==> config.mk <==
export PLATFORM = sky130hd
export DESIGN_NAME = rmii_tx_10m
export DESIGN_NICKNAME = d
export VERILOG_FILES = /design/src/rtl/rmii_tx_pkg.sv /design/src/rtl/rmii_tx_timer.sv /design/src/rtl/rmii_tx_crc.sv /design/src/rtl/rmii_tx_gap.sv /design/src/rtl/rmii_tx_10m.sv
export SDC_FILE = /design/constraint.sdc
export NUM_CORES = 1
export LEC_CHECK = 0
export BUFFER_PORTS_ARGS = -buffer_cell sky130_fd_sc_hd__buf_2
export CAP_MARGIN = 20
export CORE_ASPECT_RATIO = 1.5
export CORE_UTILIZATION = 35
export CTS_CLUSTER_DIAMETER = 30
export DETAILED_ROUTE_END_ITERATION = 8
export SLEW_MARGIN = 30
export SYNTH_ARGS = -nofsm -noshare
export SYNTH_HDL_FRONTEND = slang
export SYNTH_HIERARCHICAL = 1
export SYNTH_SLANG_ARGS = --single-unit
==> constraint.sdc <==
create_clock -name clk -period 3.73 [get_ports clk]
set_clock_uncertainty 0.15 [all_clocks]
set_input_delay 0.5595 -clock clk [delete_from_list [all_inputs] [get_ports clk]]
set_output_delay 0.5595 -clock clk [all_outputs]
set_load 0.01 [all_outputs]
==> src/rtl/rmii_tx_pkg.sv <==
package rmii_tx_pkg;

  typedef enum logic [2:0] {
    S_IDLE,
    S_PRE,
    S_DATA,
    S_PAD,
    S_FCS,
    S_GAP
  } tx_state_t;

  localparam logic [31:0] CRC_POLY = 32'hEDB8_8320;

  // Four reflected CRC steps for one nibble.
  function automatic logic [31:0] crc32_nibble(input logic [31:0] c, input logic [3:0] nib);
    logic [31:0] r;
    r = c ^ {28'd0, nib};
    for (int k = 0; k < 4; k++) begin
      r = r[0] ? ((r >> 1) ^ CRC_POLY) : (r >> 1);
    end
    return r;
  endfunction

  // Byte update: low nibble first, then high nibble.
  function automatic logic [31:0] crc32_byte(input logic [31:0] c, input logic [7:0] b);
    return crc32_nibble(crc32_nibble(c, b[3:0]), b[7:4]);
  endfunction

endpackage

==> src/rtl/rmii_tx_timer.sv <==
module rmii_tx_timer #(
  parameter int CYC_PER_DIBIT = 10
) (
  input  logic clk,
  input  logic rst_n,
  input  logic restart,
  input  logic run,
  output logic tick
);
  localparam int CW = (CYC_PER_DIBIT > 2) ? $clog2(CYC_PER_DIBIT) : 1;
  localparam logic [CW-1:0] LAST = CW'(CYC_PER_DIBIT - 1);

  logic [CW-1:0] cnt;

  assign tick = run && (cnt == LAST);

  always_ff @(posedge clk) begin
    if (!rst_n || restart) cnt <= '0;
    else if (run) cnt <= tick ? '0 : cnt + CW'(1);
  end
endmodule

==> src/rtl/rmii_tx_crc.sv <==
module rmii_tx_crc (
  input  logic        clk,
  input  logic        rst_n,
  input  logic        init,
  input  logic        upd,
  input  logic [7:0]  data,
  output logic [31:0] crc
);
  import rmii_tx_pkg::*;

  always_ff @(posedge clk) begin
    if (!rst_n || init) crc <= 32'hFFFF_FFFF;
    else if (upd) crc <= crc32_byte(crc, data);
  end
endmodule

==> src/rtl/rmii_tx_gap.sv <==
module rmii_tx_gap #(
  parameter int GAP_CYCLES = 480
) (
  input  logic clk,
  input  logic rst_n,
  input  logic clear,
  output logic done
);
  localparam int GW = $clog2(GAP_CYCLES);
  localparam logic [GW-1:0] LIM = GW'(GAP_CYCLES - 1);

  logic [GW-1:0] cnt;

  assign done = (cnt == LIM);

  always_ff @(posedge clk) begin
    if (!rst_n) cnt <= LIM;
    else if (clear) cnt <= '0;
    else if (!done) cnt <= cnt + GW'(1);
  end
endmodule

==> src/rtl/rmii_tx_10m.sv <==
module rmii_tx_10m #(
  parameter int CYC_PER_DIBIT = 10,
  parameter int PRE_DIBITS    = 31,
  parameter int MIN_BYTES     = 60,
  parameter int MAX_BYTES     = 1522,
  parameter int GAP_CYCLES    = 480
) (
  input  logic       clk,
  input  logic       rst_n,
  input  logic [7:0] in_data,
  input  logic       in_valid,
  input  logic       in_last,
  output logic       in_ready,
  output logic [1:0] txd,
  output logic       tx_en,
  output logic       err_underrun,
  output logic       err_oversize
);
  import rmii_tx_pkg::*;

  localparam int BCW = $clog2(MAX_BYTES + 1);
  localparam int PCW = $clog2(PRE_DIBITS + 1);
  localparam logic [BCW-1:0] MAX_DATA_C = BCW'(MAX_BYTES - 4);
  localparam logic [BCW-1:0] MIN_C      = BCW'(MIN_BYTES);
  localparam logic [PCW-1:0] SFD_IDX    = PCW'(PRE_DIBITS);

  tx_state_t      state;
  logic [PCW-1:0] pcnt;
  logic [1:0]     di;
  logic [7:0]     sh;
  logic [BCW-1:0] bcnt;
  logic           last_q;
  logic [23:0]    fcs_rest;
  logic [1:0]     fb;

  logic        tick, gap_done;
  logic [31:0] crc_q, fcs_word;
  logic        at_sfd_end, byte_done, more_data, need_byte, take;
  logic        underrun, oversize, tail_next, pad_next, fcs_done, finish, start;
  logic        crc_upd;
  logic [7:0]  crc_byte;

  always_comb begin
    at_sfd_end = (state == S_PRE) && (pcnt == SFD_IDX);
    byte_done  = (di == 2'd3);
    more_data  = (state == S_DATA) && byte_done && !last_q;
    need_byte  = tick && (at_sfd_end || (more_data && bcnt != MAX_DATA_C));
    take       = need_byte && in_valid;
    underrun   = need_byte && !in_valid;
    oversize   = tick && more_data && (bcnt == MAX_DATA_C);
    tail_next  = tick && byte_done && (((state == S_DATA) && last_q) || (state == S_PAD));
    pad_next   = tail_next && (bcnt < MIN_C);
    fcs_done   = tick && (state == S_FCS) && byte_done && (fb == 2'd3);
    finish     = underrun || oversize || fcs_done;
    start      = in_valid && ((state == S_IDLE) || ((state == S_GAP) && gap_done));
    crc_upd    = take || pad_next;
    crc_byte   = take ? in_data : 8'h00;
    fcs_word   = ~crc_q;
  end

  assign in_ready = need_byte;

  rmii_tx_timer #(.CYC_PER_DIBIT(CYC_PER_DIBIT)) u_timer (
    .clk(clk), .rst_n(rst_n), .restart(start), .run(tx_en), .tick(tick)
  );

  rmii_tx_crc u_crc (
    .clk(clk), .rst_n(rst_n), .init(start), .upd(crc_upd), .data(crc_byte), .crc(crc_q)
  );

  rmii_tx_gap #(.GAP_CYCLES(GAP_CYCLES)) u_gap (
    .clk(clk), .rst_n(rst_n), .clear(finish), .done(gap_done)
  );

  always_ff @(posedge clk) begin
    if (!rst_n) begin
      state        <= S_IDLE;
      pcnt         <= '0;
      di           <= '0;
      sh           <= '0;
      bcnt         <= '0;
      last_q       <= 1'b0;
      fcs_rest     <= '0;
      fb           <= '0;
      txd          <= 2'b00;
      tx_en        <= 1'b0;
      err_underrun <= 1'b0;
      err_oversize <= 1'b0;
    end else begin
      err_underrun <= underrun;
      err_oversize <= oversize;
      if (start) begin
        state <= S_PRE;
        pcnt  <= '0;
        tx_en <= 1'b1;
        txd   <= 2'b01;
      end else if (finish) begin
        state <= S_GAP;
        tx_en <= 1'b0;
        txd   <= 2'b00;
      end else if (tick) begin
        unique case (state)
          S_PRE: begin
            if (at_sfd_end) begin
              state  <= S_DATA;
              sh     <= in_data;
              txd    <= in_data[1:0];
              di     <= 2'd0;
              bcnt   <= BCW'(1);
              last_q <= in_last;
            end else begin
              pcnt <= pcnt + PCW'(1);
              txd  <= ((pcnt + PCW'(1)) == SFD_IDX) ? 2'b11 : 2'b01;
            end
          end
          S_DATA, S_PAD: begin
            if (!byte_done) begin
              di  <= di + 2'd1;
              txd <= sh[3:2];
              sh  <= {2'b00, sh[7:2]};
            end else if (take) begin
              sh     <= in_data;
              txd    <= in_data[1:0];
              di     <= 2'd0;
              bcnt   <= bcnt + BCW'(1);
              last_q <= in_last;
            end else if (pad_next) begin
              state <= S_PAD;
              sh    <= 8'h00;
              txd   <= 2'b00;
              di    <= 2'd0;
              bcnt  <= bcnt + BCW'(1);
            end else begin
              state    <= S_FCS;
              sh       <= fcs_word[7:0];
              txd      <= fcs_word[1:0];
              fcs_rest <= fcs_word[31:8];
              fb       <= 2'd0;
              di       <= 2'd0;
            end
          end
          S_FCS: begin
            if (!byte_done) begin
              di  <= di + 2'd1;
              txd <= sh[3:2];
              sh  <= {2'b00, sh[7:2]};
            end else begin
              sh       <= fcs_rest[7:0];
              txd      <= fcs_rest[1:0];
              fcs_rest <= {8'h00, fcs_rest[23:8]};
              fb       <= fb + 2'd1;
              di       <= 2'd0;
            end
          end
          default: ;
        endcase
      end
    end
  end
endmodule

* After elaboration in Yosys (flattened, before gate mapping)
Index checks and enable logic that the tools add are counted.
Widths: inputs -> output; s select.
** Storage, ports and cells
- Input port bits :: 12
- ROM bits :: 0
- Bits in registers :: 106
- Word-level logic and storage cells :: 184
- Memories :: 0
- Output and inout bits :: 6
- Bits in writable memories :: 0
- Latch bits :: 0
** Cells by class
- Divide/modulo/power cells :: 0
- Bitwise logic cells :: 15
- Reductions and logical operators :: 56
- Multiplexer cells :: 60
- Equal/unequal tests :: 27
- Magnitude comparators :: 1
- Multipliers :: 0
- Shift-type cells :: 0
- $add $sub $neg :: 6
** Operators with widths (count)
- $mux 32 :: 8
- $not 13->14 :: 8
- $mux 24 :: 4
- $xor 32x4->32 :: 2
- $mux 8 :: 6
- $pmux 24 s2 :: 1
- $mux 11 :: 4
- $not 32->32 :: 1
- $reduce_and 5->1 :: 5
- $mux 2 :: 12
- $pmux 8 s3 :: 1
- $pmux 11 s2 :: 1
- $logic_and 1x1->1 :: 19
- $mux 3 :: 6
- $mux 9 :: 2
- $reduce_and 7->1 :: 2
- $ne 2x2->1 const B :: 6
- $ne 3x3->1 const B :: 4
- $ne 4x3->1 const B :: 3
- $add 11x1->11 const B :: 1
- $eq 11x11->1 const B :: 1
- $lt 11x6->1 const B :: 1
- $ne 11x11->1 const B :: 1
- $eq 5x5->1 const B :: 2
- other kinds (30) :: 64

* Depth between registers and ports, before layout
- Word-level depth :: 26
- Depth in mapped cells :: 15
- Depth with buffers taken out :: 12

* Hierarchy
The synthesis kept the hierarchy.
** By module, submodules not included
- rmii_tx_10m :: area each 3234.4 µm², seq. area each 1181.1 µm², instances 1, cells each 380
- rmii_tx_crc :: area each 1985.7 µm², seq. area each 640.6 µm², instances 1, cells each 179
- rmii_tx_gap :: area each 494.2 µm², seq. area each 180.2 µm², instances 1, cells each 55
- rmii_tx_timer :: area each 206.4 µm², seq. area each 80.1 µm², instances 1, cells each 23

* Worst setup path before layout
Ideal clock, no wire load.
- Path type :: reg-to-reg
- Start :: reg u_timer.cnt[0]
- End :: reg u_crc.crc[19]
- Slack :: 0.222 ns
- Path buffers :: 2
- Clock period less this slack :: 3.508 ns
- Stages on the path, launching flop included :: 14
- Library setup time :: 0.114 ns
- Data arrival time :: 3.243 ns
- Data required time :: 3.466 ns
- Cell sequence :: dfxtp_1 > ha_1 > nand4b_1 > inv_1 > buf_2 > and4b_1 > nand2_1 > o21ai_0 > clkbuf_1 > and3_1 > xor2_4 > xor2_4 > xnor3_1 > a21bo_1
** On the way
- Elaborated cells on any way between the ends :: 24
- Those cells by class :: eq/ne (1); mux (9); bitwise (7); reduce/logical (7)
** RTL lines
- start, declared :: RTL line rmii_tx_timer.sv:13 : logic [CW-1:0] cnt;
- start signal, assigned :: RTL line rmii_tx_timer.sv:19 : else if (run) cnt <= tick ? '0 : cnt + CW'(1);
- $eq 4x4->1 (*) :: RTL line rmii_tx_timer.sv:15 : assign tick = run && (cnt == LAST);
- $logic_and 1x1->1 (*) :: RTL line rmii_tx_timer.sv:15
- net tick :: RTL line rmii_tx_10m.sv:36 : logic tick, gap_done;
- $logic_and 1x1->1 (*) :: RTL line rmii_tx_10m.sv:47 : need_byte = tick && (at_sfd_end || (more_data && bcnt != MAX_DATA_C));
- net in_ready :: RTL line rmii_tx_10m.sv:13 : output logic in_ready,
- $logic_and 1x1->1 (*) :: RTL line rmii_tx_10m.sv:48 : take = need_byte && in_valid;
- $mux 8 (*) :: RTL line rmii_tx_10m.sv:57 : crc_byte = take ? in_data : 8'h00;
- net crc_byte[3] :: RTL line rmii_tx_10m.sv:41 : logic [7:0] crc_byte;
- [... 5 more ...]
- $xor 32x4->32 (*) :: RTL line rmii_tx_pkg.sv:17 : r = c ^ {28'd0, nib};
- $mux 32 (*) :: RTL line rmii_tx_pkg.sv:19 : r = r[0] ? ((r >> 1) ^ CRC_POLY) : (r >> 1);
- $not 13->14 (no line)
- $mux 32 (*) :: RTL line rmii_tx_pkg.sv:19
- $not 13->14 (no line)
- $mux 32 (*) :: RTL line rmii_tx_pkg.sv:19
- $not 13->14 (no line)
- $mux 32 (*) :: RTL line rmii_tx_pkg.sv:19
- end signal, assigned :: RTL line rmii_tx_crc.sv:13 : else if (upd) crc <= crc32_byte(crc, data);
- end, declared :: RTL line rmii_tx_crc.sv:7 : output logic [31:0] crc
The timed path passes the listed nets; every way through them passes the cells marked *.
A chain may end at the register's enable or synchronous reset.

* Worst setup path in the final report
- Start :: reg u_timer.cnt[0]
- End :: reg u_crc.crc[26]
** On the way
- Elaborated cells on any way between the ends :: 23
- Those cells by class :: eq/ne (1); mux (9); bitwise (6); reduce/logical (7)
** RTL lines (RTL line)
- $eq 4x4->1 :: rmii_tx_timer.sv:15
- $logic_and 1x1->1 :: rmii_tx_timer.sv:15
- net tick :: rmii_tx_10m.sv:36
- $logic_and 1x1->1 :: rmii_tx_10m.sv:47
- $logic_and 1x1->1 :: rmii_tx_10m.sv:48
- $mux 8 :: rmii_tx_10m.sv:57
- net crc_byte[1] :: rmii_tx_10m.sv:41
- $xor 32x4->32 :: rmii_tx_pkg.sv:17
- $mux 32 (4 in a row) :: rmii_tx_pkg.sv:19
- $xor 32x4->32 :: rmii_tx_pkg.sv:17
- $mux 32 (4 in a row) :: rmii_tx_pkg.sv:19
The timed path passes the listed nets, and every way through them passes these cells.

==> results.json <==
{
  "grt-ovfl-total": 0,
  "cp_max_fo": 9,
  "slowest_delay_ns": 0.47,
  "slew_headroom": 0.538,
  "placementRows": 57,
  "seq_power_share": 0.472,
  "maxCapViolCount": 0,
  "final_area_sq_mm": 0.00663,
  "syn_area_sq_mm": 0.00592,
  "drc": 0,
  "cellLeakagePower_uw": 0.00301,
  "dr.pass1.iters": 5,
  "dr_wl_met2_mm": 7.36,
  "ir_worst_vdd_v": 0.000270,
  "status": "finished, final reports clean",
  "stdcell_count": 861,
  "track_usage": 0.173,
  "antenna_found_initial": 0,
  "gp_congestion": 0.866,
  "ys_ff_latch": 104,
  "hold_viol_final": 0,
  "ff2ff_path_depth": 12,
  "holdPathEnd": "last_q$_SDFFE_PN0P_",
  "yosysWarnings": 6,
  "port_buffers": 17,
  "cts_num_sinks": 104,
  "cts_buffers": 9,
  "areaGrowthSynthToFinish_pct": 11.9,
  "whs_path_depth": 3,
  "clock-root-buffer": "clkbuf_16",
  "dp_hpwl_mm": 10.4,
  "crit_slowest_cell": "xnor3_1",
  "timing.rr.start": "u_timer/cnt[0]$_SDFFE_PP0P_",
  "r2r_slack_ns": 0.30,
  "worstSetupPathType": "flop to flop",
  "p_int_uw": 1900,
  "initial_utilization": 0.361,
  "die_h_um": 161,
  "wl_per_cell_um": 16.6,
  "drt-met1-wl_mm": 6.21,
  "clockPowerShare": 0.407,
  "dieWidth_um": 108,
  "synth_fp_nets": 659,
  "async_reset_ff_frac": 0,
  "ys_types": 71,
  "p_comb_frac": 0.122,
  "critPathLaunchType": "flop",
  "antennaDiodeCount": 0,
  "avgSynthCellArea_sq_um": 9.29,
  "setup_violations": 0,
  "wirelength_mm": 14.3,
  "crit_path_end_kind": "flop",
  "grt_start_max_net_pins": 63,
  "fin_crit_sh": 0.920,
  "drive_gt1_frac": 0.121,
  "first_global_vias": 4557,
  "grt_pass1_wl_mm": 23.6,
  "arrival_ns": 3.57,
  "pin_count": 18,
  "synth_cells": 637,
  "required_ns": 3.87,
  "min_from": "in_last",
  "reg2reg_to": "u_crc/crc[26]$_SDFFE_PP1P_",
  "p_sw_frac": 0.257,
  "vias": 4667,
  "fin_nets": 672,
  "place_area_sq_mm": 0.00624,
  "p_sw_uw": 656,
  "ant_nets": 0,
  "viasPerCell": 5.42,
  "die_area_sq_mm": 0.0175,
  "synth_edf_count": 0,
  "ys_seq_area_frac": 0.352,
  "worst_slack_ns": 0.300,
  "fmax_ghz": 0.292,
  "place_inst": 841,
  "wl_met3_um": 428,
  "coreArea_sq_mm": 0.0164,
  "drtIter0Drc": 274,
  "fillers": 1612,
  "hold_path_class": "input pin to flop",
  "dpl_worst_slack_ns": 0.302,
  "drv_slew": 0,
  "cts_tree": "built",
  "tightest_slew_ns": 0.690,
  "fin_crit_ns": 3.43,
  "clk_pin_slew_ns": 0.07,
  "crit_chain": "ha_1 > nand4b_1 > inv_1 > and4b_1 > nand2_1 > o21ai_0 > buf_4 > and3_1 > xor2_1 > xnor2_2 > xnor3_1 > a21oi_1",
  "dr.max_layer_used": "met4",
  "synthFlopType": "dfxtp_1",
  "cts-htree-levels": 3,
  "insertion_delay_ns": 0.35,
  "powerDensity_mw_per_mm2": 385,
  "cts_buffer_depth": 2
}
==> synthesized netlist by cell type, drive strengths merged, types with 3 or more instances <==
library cell / n / share of area
a2111oi: 3 / 0.0055
nand2: 76 / 0.048
or4: 7 / 0.0089
buf: 9 / 0.012
or3: 5 / 0.0053
o21ai: 35 / 0.030
nand3: 12 / 0.010
xnor2: 36 / 0.065
clkbuf: 29 / 0.018
dfxtp: 104 / 0.35
nor3b: 4 / 0.0059
nand4b: 4 / 0.0059
o21a: 5 / 0.0063
ha: 10 / 0.021
nand3b: 13 / 0.016
o2111ai: 7 / 0.010
a21oi: 28 / 0.024
mux2i: 31 / 0.052
nor2b: 7 / 0.0074
xor2: 25 / 0.045
and3: 16 / 0.017
xnor3: 16 / 0.061
o211a: 5 / 0.0085
o211ai: 31 / 0.039
o31ai: 3 / 0.0038
nand2b: 7 / 0.0074
nor2: 41 / 0.026
nand4: 6 / 0.0085
nor3: 12 / 0.011
a222oi: 4 / 0.0068
inv: 15 / 0.0095
==> worst max-delay path: cells and delay by family, from the launching register on <==
family | cells | cell delay, ns
xor gates and xnor gates | 3 | 1.03
and+or+nand+nor | 4 | 0.81
AOI/OAI and AO/OA | 2 | 0.41
DFF | 1 | 0.41
buffers and inverters | 2 | 0.39
adders and majority gates | 1 | 0.17
==> area by class of cell <==
class / instances / area [sq um] / share of cell area
multi-input combinational: 480 / 3640 / 0.549
timing repair buffer: 40 / 270 / 0.0408
clock inverter: 4 / 76.3 / 0.0115
tap: 206 / 258 / 0.0389
inverter: 15 / 56.3 / 0.00850
clock buffer: 12 / 246 / 0.0372
sequential: 104 / 2080 / 0.314
==> state kept, by name (all words and copies together), names as in the netlist, 2 cells and up <==
register / cells
fb: 2
u_gap/cnt: 9
u_crc/crc: 32
state: 3
u_timer/cnt: 4
sh: 6
pcnt: 5
txd: 2
di: 2
fcs_rest: 24
bcnt: 11
==> layer usage <==
metal / global-route usage / up-vias
met3: 0.0238 / 19
li1: - / 2318
met2: 0.303 / 86
met5: 0 / -
met1: 0.210 / 2244
met4: 0.0666 / 0
==> cells by family after synthesis <==
kind of cell,synth area share
DFF,0.352
adders and majority gates,0.0211
AOI/OAI and AO/OA,0.162
and+or+nand+nor,0.194
muxes,0.0524
xor gates and xnor gates,0.179
buffers and inverters,0.0399
==> cells in the final DEF (no fill, tap or decap), types with 22 or more instances in the layout <==
| master | n |
|---|---|
| dfxtp_1 | 104 |
| nand2_1 | 76 |
| nor2_1 | 40 |
| mux2i_1 | 31 |
| o211ai_1 | 31 |
| a21oi_1 | 28 |
| o21ai_0 | 26 |
| xnor2_1 | 25 |
| xor2_1 | 22 |
| buf_4 | 22 |
==> power groups by stage <==
stage	combinational, uW	clock [uW]	sequential [uW]
global route	348	1100	1210
finish	311	1040	1200
global placement	301	0	1220
CTS	315	1060	1200
detailed placement	314	0	1230
floorplan	242	0	1220
==> stage by stage <==
stage | hold WS, ns | TNS [ns] | util | power, uW
after floorplan | 0.288 | 0 | - | 1460
after global placement | 0.297 | 0 | 0.380 | 1520
after detailed placement | 0.304 | 0 | 0.380 | 1540
after CTS | 0.310 | 0 | 0.400 | 2580
after global routing | 0.331 | -0.0110 | 0.404 | 2660
final | 0.308 | 0 | 0.404 | 2550
==> timing repair <==
action	4_1_cts	5_1_grt
hold buffers	0	0
gates resized for setup	0	4
buffers inserted	0	4
endpoints found under the setup margin	0	12
==> how the worst max path moves through the flow <==
stage	startpoint	to	cells after the start
after floorplan	u_timer/cnt[0]$_SDFFE_PP0P_	u_crc/crc[19]$_SDFFE_PP1P_	13
after global placement	u_timer/cnt[0]$_SDFFE_PP0P_	u_crc/crc[19]$_SDFFE_PP1P_	12
after detailed placement	u_timer/cnt[0]$_SDFFE_PP0P_	u_crc/crc[5]$_SDFFE_PP1P_	12
after CTS	u_timer/cnt[0]$_SDFFE_PP0P_	u_crc/crc[5]$_SDFFE_PP1P_	12
after global routing	u_timer/cnt[0]$_SDFFE_PP0P_	u_crc/crc[26]$_SDFFE_PP1P_	12
final	u_timer/cnt[0]$_SDFFE_PP0P_	u_crc/crc[26]$_SDFFE_PP1P_	12
Power figures use the tool's default switching activity.
